===== src/rtl/alarm_irq_pkg.sv =====
package alarm_irq_pkg;

    localparam int NUM_FIELDS   = 4;
    localparam int MASK_BIT     = 7;
    localparam int REG_FLAGS    = 0;
    localparam int REG_ALM_BASE = 2;
    localparam int REG_INTEN    = 6;
    localparam int INTEN_AE     = 7;
    localparam int INTEN_ABE    = 6;

    typedef enum logic {
        PWR_BACKUP,
        PWR_MAIN
    } pwr_state_t;

    typedef enum logic {
        ACC_IDLE,
        ACC_FLAGS
    } acc_state_t;

    typedef enum logic [2:0] {
        RATE_EVERY,
        RATE_SEC,
        RATE_MIN,
        RATE_HOUR,
        RATE_DATE
    } rate_t;

    typedef enum logic {
        OUT_ALARM,
        OUT_FREQ
    } out_mode_t;

    // compared bits per field: seconds/minutes use 7, hours/date use 6
    function automatic int field_width(int idx);
        return (idx < 2) ? 7 : 6;
    endfunction

    // mask order {date, hour, min, sec}
    function automatic rate_t decode_rate(logic [NUM_FIELDS-1:0] m);
        rate_t r;
        unique case (m)
            4'b1111: r = RATE_EVERY;
            4'b1110: r = RATE_SEC;
            4'b1100: r = RATE_MIN;
            4'b1000: r = RATE_HOUR;
            4'b0000: r = RATE_DATE;
            default: r = RATE_EVERY;
        endcase
        return r;
    endfunction

endpackage


===== src/rtl/alarm_cmp.sv =====
module alarm_cmp
    import alarm_irq_pkg::*;
#(
    parameter int DW = 8
) (
    input  logic [NUM_FIELDS-1:0][DW-1:0] cur_vec,
    input  logic [NUM_FIELDS-1:0][DW-1:0] alm_vec,
    output logic                          hit
);

    logic [NUM_FIELDS-1:0] eq;
    logic [NUM_FIELDS-1:0] mask;
    rate_t                 rate;

    for (genvar i = 0; i < NUM_FIELDS; i++) begin : g_field
        localparam int FW = field_width(i);
        assign eq[i]   = (cur_vec[i][FW-1:0] == alm_vec[i][FW-1:0]);
        assign mask[i] = alm_vec[i][MASK_BIT];
    end

    assign rate = decode_rate(mask);

    always_comb begin
        unique case (rate)
            RATE_EVERY: hit = 1'b1;
            RATE_SEC:   hit = eq[0];
            RATE_MIN:   hit = eq[0] & eq[1];
            RATE_HOUR:  hit = &eq[2:0];
            RATE_DATE:  hit = &eq;
            default:    hit = 1'b1;
        endcase
    end

endmodule


===== src/rtl/pwr_fsm.sv =====
module pwr_fsm
    import alarm_irq_pkg::*;
(
    input  logic clk,
    input  logic rst_n,
    input  logic main_pwr,
    output logic bus_ok,
    output logic pwr_up
);

    pwr_state_t state_q, state_d;

    always_comb begin
        state_d = state_q;
        unique case (state_q)
            PWR_BACKUP: if (main_pwr)  state_d = PWR_MAIN;
            PWR_MAIN:   if (!main_pwr) state_d = PWR_BACKUP;
            default:    state_d = PWR_BACKUP;
        endcase
    end

    always_ff @(posedge clk) begin
        if (!rst_n) state_q <= PWR_BACKUP;
        else        state_q <= state_d;
    end

    always_comb begin
        bus_ok = 1'b0;
        pwr_up = 1'b0;
        unique case (state_q)
            PWR_BACKUP: pwr_up = main_pwr;
            PWR_MAIN:   bus_ok = main_pwr;
            default:    ;
        endcase
    end

    // no bus traffic is accepted without main power
    assert_bus_gated_R5: assert property (@(posedge clk) disable iff (!rst_n)
        !main_pwr |-> !bus_ok);

endmodule


===== src/rtl/acc_fsm.sv =====
module acc_fsm
    import alarm_irq_pkg::*;
(
    input  logic clk,
    input  logic rst_n,
    input  logic acc_req,
    output logic hold,
    output logic clr
);

    acc_state_t state_q, state_d;

    always_comb begin
        state_d = state_q;
        unique case (state_q)
            ACC_IDLE:  if (acc_req)  state_d = ACC_FLAGS;
            ACC_FLAGS: if (!acc_req) state_d = ACC_IDLE;
            default:   state_d = ACC_IDLE;
        endcase
    end

    always_ff @(posedge clk) begin
        if (!rst_n) state_q <= ACC_IDLE;
        else        state_q <= state_d;
    end

    always_comb begin
        hold = 1'b0;
        clr  = 1'b0;
        unique case (state_q)
            ACC_IDLE:  ;
            ACC_FLAGS: begin
                hold = 1'b1;
                clr  = !acc_req;
            end
            default:   ;
        endcase
    end

endmodule


===== src/rtl/irq_drive.sv =====
module irq_drive
    import alarm_irq_pkg::*;
(
    input  logic clk,
    input  logic rst_n,
    input  logic osc_run,
    input  logic ft_bit,
    input  logic ae,
    input  logic wdog_steer,
    input  logic wdog_zero,
    input  logic ft_strobe,
    input  logic alarm_req,
    output logic irq_oe
);

    out_mode_t mode;
    logic      ft_phase;

    always_comb begin
        if (osc_run && ft_bit && !ae && (wdog_steer || wdog_zero)) mode = OUT_FREQ;
        else                                                        mode = OUT_ALARM;
    end

    always_ff @(posedge clk) begin
        if (!rst_n)               ft_phase <= 1'b0;
        else if (mode != OUT_FREQ) ft_phase <= 1'b0;
        else if (ft_strobe)        ft_phase <= ~ft_phase;
    end

    always_comb begin
        unique case (mode)
            OUT_FREQ:  irq_oe = ft_phase;
            OUT_ALARM: irq_oe = alarm_req;
            default:   irq_oe = 1'b0;
        endcase
    end

    // a strobe in test mode flips the pin on the next cycle
    assert_ft_toggle_R8: assert property (@(posedge clk) disable iff (!rst_n)
        ($past(rst_n) && mode == OUT_FREQ && $past(mode == OUT_FREQ) && $past(ft_strobe))
        |-> (irq_oe != $past(irq_oe)));

endmodule


===== src/rtl/alarm_irq_unit.sv =====
module alarm_irq_unit
    import alarm_irq_pkg::*;
#(
    parameter int DW = 8,
    parameter int AW = 4
) (
    input  logic          clk,
    input  logic          rst_n,
    input  logic          main_pwr,
    input  logic          sec_tick,
    input  logic [DW-1:0] cur_sec,
    input  logic [DW-1:0] cur_min,
    input  logic [DW-1:0] cur_hour,
    input  logic [DW-1:0] cur_date,
    input  logic          bus_sel,
    input  logic          bus_rd,
    input  logic          bus_wr,
    input  logic [AW-1:0] bus_addr,
    input  logic [DW-1:0] bus_wdata,
    input  logic          osc_run,
    input  logic          ft_bit,
    input  logic          wdog_steer,
    input  logic          wdog_zero,
    input  logic          ft_strobe,
    output logic          alarm_flag,
    output logic          irq_oe
);

    logic [NUM_FIELDS-1:0][DW-1:0] cur_vec;
    logic [NUM_FIELDS-1:0][DW-1:0] alm_q;
    logic bus_ok, pwr_up, hold, clr, hit, tick_hit;
    logic acc_flags, wr_en, ae_q, abe_q, af_q, alarm_req;

    assign cur_vec   = {cur_date, cur_hour, cur_min, cur_sec};
    assign acc_flags = bus_ok && bus_sel && (bus_rd || bus_wr) && (bus_addr == AW'(REG_FLAGS));
    assign wr_en     = bus_ok && bus_sel && bus_wr;
    assign tick_hit  = sec_tick && hit;

    pwr_fsm u_pwr (
        .clk      (clk),
        .rst_n    (rst_n),
        .main_pwr (main_pwr),
        .bus_ok   (bus_ok),
        .pwr_up   (pwr_up)
    );

    acc_fsm u_acc (
        .clk     (clk),
        .rst_n   (rst_n),
        .acc_req (acc_flags),
        .hold    (hold),
        .clr     (clr)
    );

    alarm_cmp #(.DW(DW)) u_cmp (
        .cur_vec (cur_vec),
        .alm_vec (alm_q),
        .hit     (hit)
    );

    for (genvar i = 0; i < NUM_FIELDS; i++) begin : g_alm
        always_ff @(posedge clk) begin
            if (!rst_n)
                alm_q[i] <= '0;
            else if (wr_en && bus_addr == AW'(REG_ALM_BASE + i))
                alm_q[i] <= bus_wdata;
        end
    end

    always_ff @(posedge clk) begin
        if (!rst_n || pwr_up) begin
            ae_q  <= 1'b0;
            abe_q <= 1'b0;
        end else if (wr_en && bus_addr == AW'(REG_INTEN)) begin
            ae_q  <= bus_wdata[INTEN_AE];
            abe_q <= bus_wdata[INTEN_ABE];
        end
    end

    // a fresh hit outranks the clear at the end of a flags access
    always_ff @(posedge clk) begin
        if (!rst_n)        af_q <= 1'b0;
        else if (tick_hit) af_q <= 1'b1;
        else if (clr)      af_q <= 1'b0;
    end

    assign alarm_req  = af_q && ae_q && (main_pwr || abe_q) && !(acc_flags || hold);
    assign alarm_flag = af_q;

    irq_drive u_drv (
        .clk        (clk),
        .rst_n      (rst_n),
        .osc_run    (osc_run),
        .ft_bit     (ft_bit),
        .ae         (ae_q),
        .wdog_steer (wdog_steer),
        .wdog_zero  (wdog_zero),
        .ft_strobe  (ft_strobe),
        .alarm_req  (alarm_req),
        .irq_oe     (irq_oe)
    );

    // the flag only rises after a tick
    assert_af_on_tick_R4: assert property (@(posedge clk) disable iff (!rst_n)
        ($past(rst_n) && $rose(af_q)) |-> $past(sec_tick));

    // a flags access releases the pin while enabled
    assert_release_on_access_R7: assert property (@(posedge clk) disable iff (!rst_n)
        (acc_flags && ae_q) |-> !irq_oe);

    // the flag falls only at the end of a flags access
    assert_clear_after_access_R7: assert property (@(posedge clk) disable iff (!rst_n)
        ($past(rst_n) && $fell(af_q)) |-> ($past(hold) && !$past(acc_flags)));

    // power return wipes both enables
    assert_powerup_clears_R6: assert property (@(posedge clk) disable iff (!rst_n)
        ($past(rst_n) && main_pwr && !$past(main_pwr)) |=> (!ae_q && !abe_q));

    // backup without the second enable keeps the pin released
    assert_backup_needs_abe_R5: assert property (@(posedge clk) disable iff (!rst_n)
        (!main_pwr && ae_q && !abe_q) |-> !irq_oe);

endmodule


===== config.mk =====
export PLATFORM = sky130hd
export DESIGN_NAME = alarm_irq_unit
export DESIGN_NICKNAME = d
export VERILOG_FILES = /design/src/rtl/alarm_irq_pkg.sv /design/src/rtl/alarm_cmp.sv /design/src/rtl/pwr_fsm.sv /design/src/rtl/acc_fsm.sv /design/src/rtl/irq_drive.sv /design/src/rtl/alarm_irq_unit.sv
export SDC_FILE = /design/constraint.sdc
export NUM_CORES = 1
export LEC_CHECK = 0
export BUFFER_PORTS_ARGS = -buffer_cell sky130_fd_sc_hd__buf_2
export CAP_MARGIN = 20
export CORE_UTILIZATION = 50
export CTS_BUF_LIST = sky130_fd_sc_hd__clkbuf_2
export DETAILED_ROUTE_END_ITERATION = 8
export GPL_TIMING_DRIVEN = 0
export PLACE_DENSITY = 0.77
export SLEW_MARGIN = 20
export SYNTH_ARGS = -nofsm -noshare
export SYNTH_HDL_FRONTEND = slang
export SYNTH_HIERARCHICAL = 1
export SYNTH_SLANG_ARGS = --single-unit
export TNS_END_PERCENT = 100

===== constraint.sdc =====
create_clock -name clk -period 5.2 [get_ports clk]
set_clock_uncertainty 0.15 [all_clocks]
set_input_delay 1.56 -clock clk [delete_from_list [all_inputs] [get_ports clk]]
set_output_delay 1.56 -clock clk [all_outputs]
set_load 0.02 [all_outputs]

### Word level (Yosys, flattened, before mapping)

Cells that the tools add are included.

* register bits: 38
* bits of input ports: 56
* output and inout port bits: 2
* logic and storage cells: 72

* equal/unequal tests: 16
* multiplexer cells: 12
* bitwise operators: 3
* reductions and logical operators: 31

Operators by type and width (count)
* $logic_and A1 B1 Y1: 16
* $eq A7 B7 Y1: 2
* $eq A4 B3 Y1 const B: 3
* $eq A4 B4 Y1 const B: 3
* $eq A6 B6 Y1: 2
* $pmux W3 S4: 1
* $mux W1: 9
* $eq A4 B2 Y1 const B: 2
* $logic_not A4 Y1: 2
* $eq A3 B2 Y1 const B: 2
* $logic_or A1 B1 Y1: 5
* $logic_not A1 Y1: 4
* $pmux W1 S4: 1
* $reduce_and A4 Y1: 1
* $eq A3 B1 Y1 const B: 1
* $eq A3 B3 Y1 const B: 1
* $reduce_and A3 Y1: 1
* $not A1 Y1: 2
* $pmux W1 S2: 1
* $reduce_and A2 Y1: 1
* $reduce_bool A2 Y1: 1
* $and A1 B1 Y1: 1

### Logic depth before layout (Yosys ltp)

Gate-level depths: netlist of run 1.

* word-level depth: 8
* gate-level depth with buffers: 7
* gate-level depth less buffers: 7

### Modules after synthesis

The synthesis of run 1 kept the hierarchy.

Modules (own cells, without submodules)
* alarm_irq_unit: instances 1, cells each 140, area each 1411.4 µm², sequential area each 700.7 µm²
* alarm_cmp: instances 1, cells each 42, area each 334.1 µm², sequential area each 0.0 µm²
* irq_drive: instances 1, cells each 7, area each 68.8 µm², sequential area each 20.0 µm²
* pwr_fsm: instances 1, cells each 4, area each 42.5 µm², sequential area each 20.0 µm²
* acc_fsm: instances 1, cells each 3, area each 36.3 µm², sequential area each 20.0 µm²

### Worst setup path after synthesis of run 1

No wires, ideal clock.

* kind: input port to output port
* start: in main_pwr
* end: out irq_oe
* arrival time: 2510 ps
* data required time: 3490 ps
* path slack: 980 ps
* cell stages on the path: 5
* buffers on the path: 0
* cell sequence: and2_2 nand4bb_1 nor4_1 nor3_1 mux2_4

* cells in the longest elaborated chain, start to end: 8
* elaborated cells between the ends (all ways): 10
* classes of those cells: mux: 2; reduce/logical: 8

RTL lines
* from (decl): RTL line alarm_irq_unit.sv:9 `input logic main_pwr,`
* $mux W1: RTL line pwr_fsm.sv:30 `unique case (state_q)`
* $logic_and A1 B1 Y1 (3 in series): RTL line alarm_irq_unit.sv:35 `assign acc_flags = bus_ok && bus_sel && (bus_rd || bus_wr) && (bus_addr == AW'(REG_FLAGS));`
* named net acc_flags: RTL line alarm_irq_unit.sv:32 `logic acc_flags, wr_en, ae_q, abe_q, af_q, alarm_req;`
* $logic_or A1 B1 Y1: RTL line alarm_irq_unit.sv:87 `assign alarm_req = af_q && ae_q && (main_pwr || abe_q) && !(acc_flags || hold);`
* $logic_not A1 Y1: RTL line alarm_irq_unit.sv:87
* $logic_and A1 B1 Y1: RTL line alarm_irq_unit.sv:87
* named net alarm_req: RTL line alarm_irq_unit.sv:32
* $pmux W1 S2: RTL line irq_drive.sv:31 `unique case (mode)`
* to (decl): RTL line alarm_irq_unit.sv:26 `output logic irq_oe`

The timed path passes the listed nets, and every way through them passes these cells.

### Worst setup path after layout of run 1

* start: in main_pwr
* end: out irq_oe

* cells in the longest elaborated chain, start to end: 8
* elaborated cells between the ends (all ways): 10
* classes of those cells: mux: 2; reduce/logical: 8

RTL lines
* $mux W1: RTL line pwr_fsm.sv:30
* named net bus_ok: RTL line alarm_irq_unit.sv:31 `logic bus_ok, pwr_up, hold, clr, hit, tick_hit;`
* $logic_and A1 B1 Y1 (3 in series): RTL line alarm_irq_unit.sv:35
* named net acc_flags: RTL line alarm_irq_unit.sv:32
* $logic_or A1 B1 Y1: RTL line alarm_irq_unit.sv:87
* $logic_not A1 Y1: RTL line alarm_irq_unit.sv:87
* $logic_and A1 B1 Y1: RTL line alarm_irq_unit.sv:87
* named net alarm_req: RTL line alarm_irq_unit.sv:32
* $pmux W1 S2: RTL line irq_drive.sv:31

The timed path passes the listed nets, and every way through them passes these cells.

==> summary.md, run 1 <==
| Metric | Value |
|---|---|
| Status | complete, no violations |
| Port-buffer cells | 51 |
| Final HPWL from detailed placement | 2830 um |
| Clock Path Buffers | 2 |
| Setup TNS | 0 ns |
| Final setup fails | 0 |
| CTS sink cnt | 36 |
| Min Tclk post-route | 4.66 ns |
| Clk pin slew, worst setup/hold paths | 0.17 ns |
| Worst slew margin | 0.682 |
| CTS tree | done |
| Grt met1 use | 0.266 |
| Fin nets | 304 |
| Reg2reg setup slack | 3.37 ns |
| Die area | 3900 um2 |
| Largest net degree at the start of global routing | 12 |
| Core area | 3420 um2 |
| Post-Syn Nets | 246 |
| IO Pins | 58 |
| Post-CTS sizing | 0 |
| Initial Util | 0.534 |
| Hold WS | 0.332 ns |
| DRT Wirelength | 3600 um |
| Width of the die | 62.4 um |
| ANT nets after route | 0 |
| Fill count | 291 |
| First-pass GRT wire length | 6240 um |
| HP Class | flop to flop |
| Worst-Skew Late Latency | 0.36 ns |
| Leak | 1.00 nW |
| Die Y | 62.4 um |
| H-tree depth | 2 |
| Total gr overflow | 0 |
| Worst setup EP type | output port |
| Final worst-path cycle share | 0.896 |
| Peak VDD IR | 0.163 mV |
| Yosys warnings | 6 |
| GRT Overall Usage | 0.206 |
| DR vias | 1468 |
| Detailed-router iteration count before antenna repair | 4 |
| Max Cap Viol | 0 |
| Routability cong. | 0.777 |
| Initial antenna violation count | 0 |
| Final Hold Fails | 0 |
| RSZ-0062 raised after global routing | no |
| Met3 usage | 0.0566 |
| CP Class | primary input to output port |
| Hold Buf Count CTS | 0 |
| Post-Layout Cell Count | 295 |
| Vias per cell | 4.98 |
| Busiest grt layer | met2 |
| Vias in the first global route | 1421 |
| Setup bufs post-CTS | 0 |
| Fin. max-slew vios | 0 |
| Iter 0 DRT Violations | 57 |
| CP startpoint kind | primary input |
| Cell area after placement | 2140 um2 |
| Mapped cell area | 1830 um2 |
| Area grow syn2layout | 20.7% |
| Met2 Usage GRT | 0.340 |
| Cell count after synthesis | 190 |
| Critical Path RT | 3.49 ns |
| Final Instance Area | 2200 um2 |
| Num rows | 21 |
| Worst slew pin tran | 0.476 ns |
| CP arrival | 2.95 ns |
| Share of cells above drive strength 1 | 0.301 |
| Fmax | 215 MHz |
| Drt wl/cell | 12.2 um |
| Pwr Total | 0.000504 W |
| Pwr dens | 229 nW/um2 |
| CTS buffer count | 5 |
| Post-Place Cells | 287 |
| Syn avg cell area | 9.61 um2 |
| Antenna diodes | 0 |
| Residual DRC | 0 |
| Clock Tree Root | clkbuf_2 |
| CP Max Fanout | 4 |
layer usage:
layer,up-vias,wire length [um]
met5,-,0
met4,0,0
met3,0,146
met2,32,1740
met1,670,1720
li1,766,-
worst max-delay path, stage by stage:
cell and delay [ns]:
buf_2 0.10, and2_2 0.17, nand4bb_1 0.13, nor4_1 0.43, nor3_1 0.12, mux2_4 0.28
buf_2 0.16
layout make-up:
cell class	count	area (um2)	area share
Inverter	1	3.75	0.00170
Tap cell	46	57.6	0.0261
Timing Repair Buffer	51	255	0.116
Buffer	8	40.0	0.0182
Clock buffer	6	30.0	0.0136
Multi-Input combinational cell	145	1060	0.482
Sequential cell	36	721	0.327
Clock inverter	2	35.0	0.0159
final timing paths:
kind	cells after the start	to	startpoint
setup / recovery	7	irq_oe	main_pwr
hold / removal	2	alm_q[1]$_SDFFE_PN0P_	alm_q[1]$_SDFFE_PN0P_
setup reg to reg	6	alarm_flag$_SDFFE_PN0P_	u_pwr/state_q$_SDFF_PN0_
hold reg to reg	2	alm_q[1]$_SDFFE_PN0P_	alm_q[1]$_SDFFE_PN0P_
stage by stage:
| stage | setup slack, ns | util |
|---|---|---|
| 4_1_cts | 0.540 | 0.645 |
| 6_report | 0.540 | 0.645 |
| 3_3_place_gp | 0.555 | 0.626 |
| 5_1_grt | 0.378 | 0.645 |
| 2_1_floorplan | 0.980 | - |
| 3_5_place_dp | 0.542 | 0.626 |
power breakdown:
part / leakage, nW / switching (W) / internal, W / total [W]
registers: 0.290 / 0.000000471 / 0.000277 / 0.000278
clock network: 0.0430 / 0.0000910 / 0.0000829 / 0.000174
logic: 0.668 / 0.0000264 / 0.0000258 / 0.0000522
total: 1.00 / 0.000118 / 0.000386 / 0.000504
placed cells by master, fill, tap and decap left out, types with 2 or more instances in the layout:
cell / n
a211oi_1: 2
a21boi_1: 2
and2_2: 2
and2b_2: 2
buf_2: 53
clkbuf_1: 5
clkbuf_2: 6
dfxtp_1: 36
mux2i_1: 30
nand2_1: 40
nand2b_1: 3
nand3_1: 3
nand4_1: 3
nor2_1: 3
nor3_1: 4
nor4_1: 3
nor4_2: 2
o211ai_1: 2
o21ai_0: 2
xnor2_1: 12
xor2_1: 15
sequential cells by signal, summed over array words and instances (netlist names):
signal          count
u_acc/state_q       1
u_pwr/state_q       1
ae_q                1
alarm_flag          1
alm_q              30
abe_q               1
u_drv/ft_phase      1
Power figures use the tool's default switching activity.
==> run 2, diff against run 1 <==
--- a/config.mk
+++ b/config.mk
@@ -7,6 +7,7 @@
 export LEC_CHECK = 0
 export BUFFER_PORTS_ARGS = -buffer_cell sky130_fd_sc_hd__buf_2
 export CAP_MARGIN = 20
+export CORE_ASPECT_RATIO = 1.5
 export CORE_UTILIZATION = 50
 export CTS_BUF_LIST = sky130_fd_sc_hd__clkbuf_2
 export DETAILED_ROUTE_END_ITERATION = 8
==> run 2 against run 1 <==
Wire length rose by 3.3%. Combinational power barely moved. Critical path type unchanged. Setup slack got worse by 0.022 ns. Sequential power barely moved.
==> summary.md, run 2 (synthesis gave the netlist of run 1 again) <==
| Metric | Value |
|---|---|
| Core area | 3450 um2 (was 3420 um2) |
| Cell area after placement | 2130 um2 (was 2140 um2) |
| Worst slew pin tran | 0.532 ns (was 0.476 ns) |
| Pwr dens | 207 nW/um2 (was 229 nW/um2) |
| Peak VDD IR | 0.155 mV (was 0.163 mV) |
| CTS sink cnt | 36 (unchanged) |
| Setup bufs post-CTS | 0 (unchanged) |
| Max FFs per register | 30 (unchanged) |
| Critical Path RT | 3.49 ns (about the same) |
| Fin nets | 304 (unchanged) |
| Met2 Wirelength | 1910 um (was 1740 um) |
| Fmax | 214 MHz (was 215 MHz) |
| Largest net degree at the start of global routing | 11 (was 12) |
| Area grow syn2layout | 18.8% (was 20.7%) |
| Top sig layer | met4 (was met3) |
| Iter 0 DRT Violations | 15 (was 57) |
| Crit-path max cell delay | 0.48 ns (was 0.43 ns) |
| Clock Path Buffers | 2 (unchanged) |
| Origin of the worst setup path | main_pwr (unchanged) |
| Total gr overflow | 0 (unchanged) |
| CTS buffer count | 5 (unchanged) |
| CP arrival | 2.97 ns (was 2.95 ns) |
| Fill count | 327 (was 291) |
| Initial Util | 0.529 (was 0.534) |
| RSZ-0062 raised after global routing | no (unchanged) |
| Die Y | 76.0 um (was 62.4 um) |
| CTS tree | done (unchanged) |
| Largest Register | alm_q (unchanged) |
| First-pass GRT wire length | 6140 um (was 6240 um) |
| Routability cong. | 0.744 (was 0.777) |
| Routed length on met1 | 1570 um (was 1720 um) |
| Final Hold Fails | 0 (unchanged) |
| Final HPWL from detailed placement | 2940 um (was 2830 um) |
| IO Pins | 58 (unchanged) |
| Setup WS pre-CTS | 0.492 ns (was 0.542 ns) |
| HP Class | flop to flop (unchanged) |
| Num rows | 26 (was 21) |
| Port-buffer cells | 51 (unchanged) |
| CP Max Fanout | 4 (unchanged) |
| Vias in the first global route | 1401 (was 1421) |
| Clk pin slew, worst setup/hold paths | 0.17 ns (about the same) |
| GRT Overall Usage | 0.212 (was 0.206) |
| Max Cap Viol | 0 (unchanged) |
| DRT Wirelength | 3720 um (was 3600 um) |
| Hold path start | alm_q[8]$_SDFFE_PN0P_ (was alm_q[1]$_SDFFE_PN0P_) |
| Crit path max-delay cell type | nor4_1 (unchanged) |
| H-tree depth | 2 (unchanged) |
| Detailed-router iteration count before antenna repair | 4 (unchanged) |
| Final WS setup | 0.518 ns (was 0.540 ns) |
| Commonest non-fill, non-tap cells in the layout | buf_2, nand2_1, dfxtp_1, mux2i_1, xor2_1 (unchanged) |
| CP Cell Sequence | buf_2 > and2_2 > nand4bb_1 > nor4_1 > nor3_1 > mux2_4 > buf_2 (unchanged) |
| Min Tclk post-route | 4.68 ns (was 4.66 ns) |
| Routed length on met3 | 162 um (was 146 um) |
| Initial antenna violation count | 0 (unchanged) |
| Final worst-path cycle share | 0.900 (was 0.896) |
| Leak | 0.987 nW (was 1.00 nW) |
| Vias per cell | 5.14 (was 4.98) |
| Residual DRC | 0 (unchanged) |
| Reg2reg start | u_pwr/state_q$_SDFF_PN0_ (unchanged) |
| Status | complete, no violations (unchanged) |
| Final Instance Area | 2170 um2 (was 2200 um2) |
| Worst setup EP type | output port (unchanged) |
| Antenna diodes | 0 (unchanged) |
| Hold Buf Count CTS | 0 (unchanged) |
| CP startpoint kind | primary input (unchanged) |
| DR vias | 1490 (was 1468) |
| Worst-Skew Late Latency | 0.36 ns (about the same) |
| Critical path's most frequent cell | buf_2 (unchanged) |
| Share of cells above drive strength 1 | 0.298 (was 0.301) |
| Most common cell after layout, fill and taps aside | buf_2 (unchanged) |
| Hold WS | 0.333 ns (was 0.332 ns) |
| Clock Tree Root | clkbuf_2 (unchanged) |
| Setup TNS | 0 ns (unchanged) |
| Post-CTS sizing | 0 (unchanged) |
| Width of the die | 51.3 um (was 62.4 um) |
| Util after Layout | 0.629 (was 0.645) |
| Die area | 3900 um2 (about the same) |
| Drt wl/cell | 12.8 um (was 12.2 um) |
| Worst slew margin | 0.642 (was 0.682) |
| CP Class | primary input to output port (unchanged) |
| Final setup fails | 0 (unchanged) |
| Fin. max-slew vios | 0 (unchanged) |
| ANT nets after route | 0 (unchanged) |
## run 2: path summary, 6_finish.rpt
check                                  to  slack (ns)  cells past startpoint
setup / recovery                   irq_oe        0.52                      7
hold / removal      alm_q[8]$_SDFFE_PN0P_        0.33                      2
setup reg to reg  alarm_flag$_SDFFE_PN0P_        3.32                      6
hold reg to reg     alm_q[8]$_SDFFE_PN0P_        0.33                      2
## run 2: cell type report
cell class              instances  area [um2]  area share
plain buffers                   8        40.0      0.0185
clock buffers                   6        30.0      0.0138
clock inverters                 1        5.00     0.00231
inverters                       1        3.75     0.00173
multi-input cells             145        1060       0.489
flip-flops and latches         36         721       0.332
well taps                      42        52.6      0.0242
repair buffers                 51         255       0.118
## run 2: where the power goes
part / internal, W / leakage [nW] / switching, W
clock network: 0.0000321 / 0.0288 / 0.0000861
registers: 0.000277 / 0.290 / 0.000000482
logic: 0.0000257 / 0.668 / 0.0000265
total: 0.000335 / 0.987 / 0.000113
## run 2: stage by stage
stage / std cells / power [W]
finish: 290 / 0.000448
global route: 290 / 0.000470
CTS: 290 / 0.000451
detailed placement: 283 / 0.000336
floorplan: 190 / 0.000307
global placement: 283 / 0.000335
## run 2: metal layers
metal,up-vias,global-route usage
li1,766,-
met1,675,0.245
met2,40,0.362
met3,9,0.0599
met4,0,0.0757
met5,-,0
## run 2: worst max-delay path, delay by kind of cell
kind | cells | cell delay [ns]
simple gates | 4 | 0.87
mux | 1 | 0.28
buf+inv | 2 | 0.25
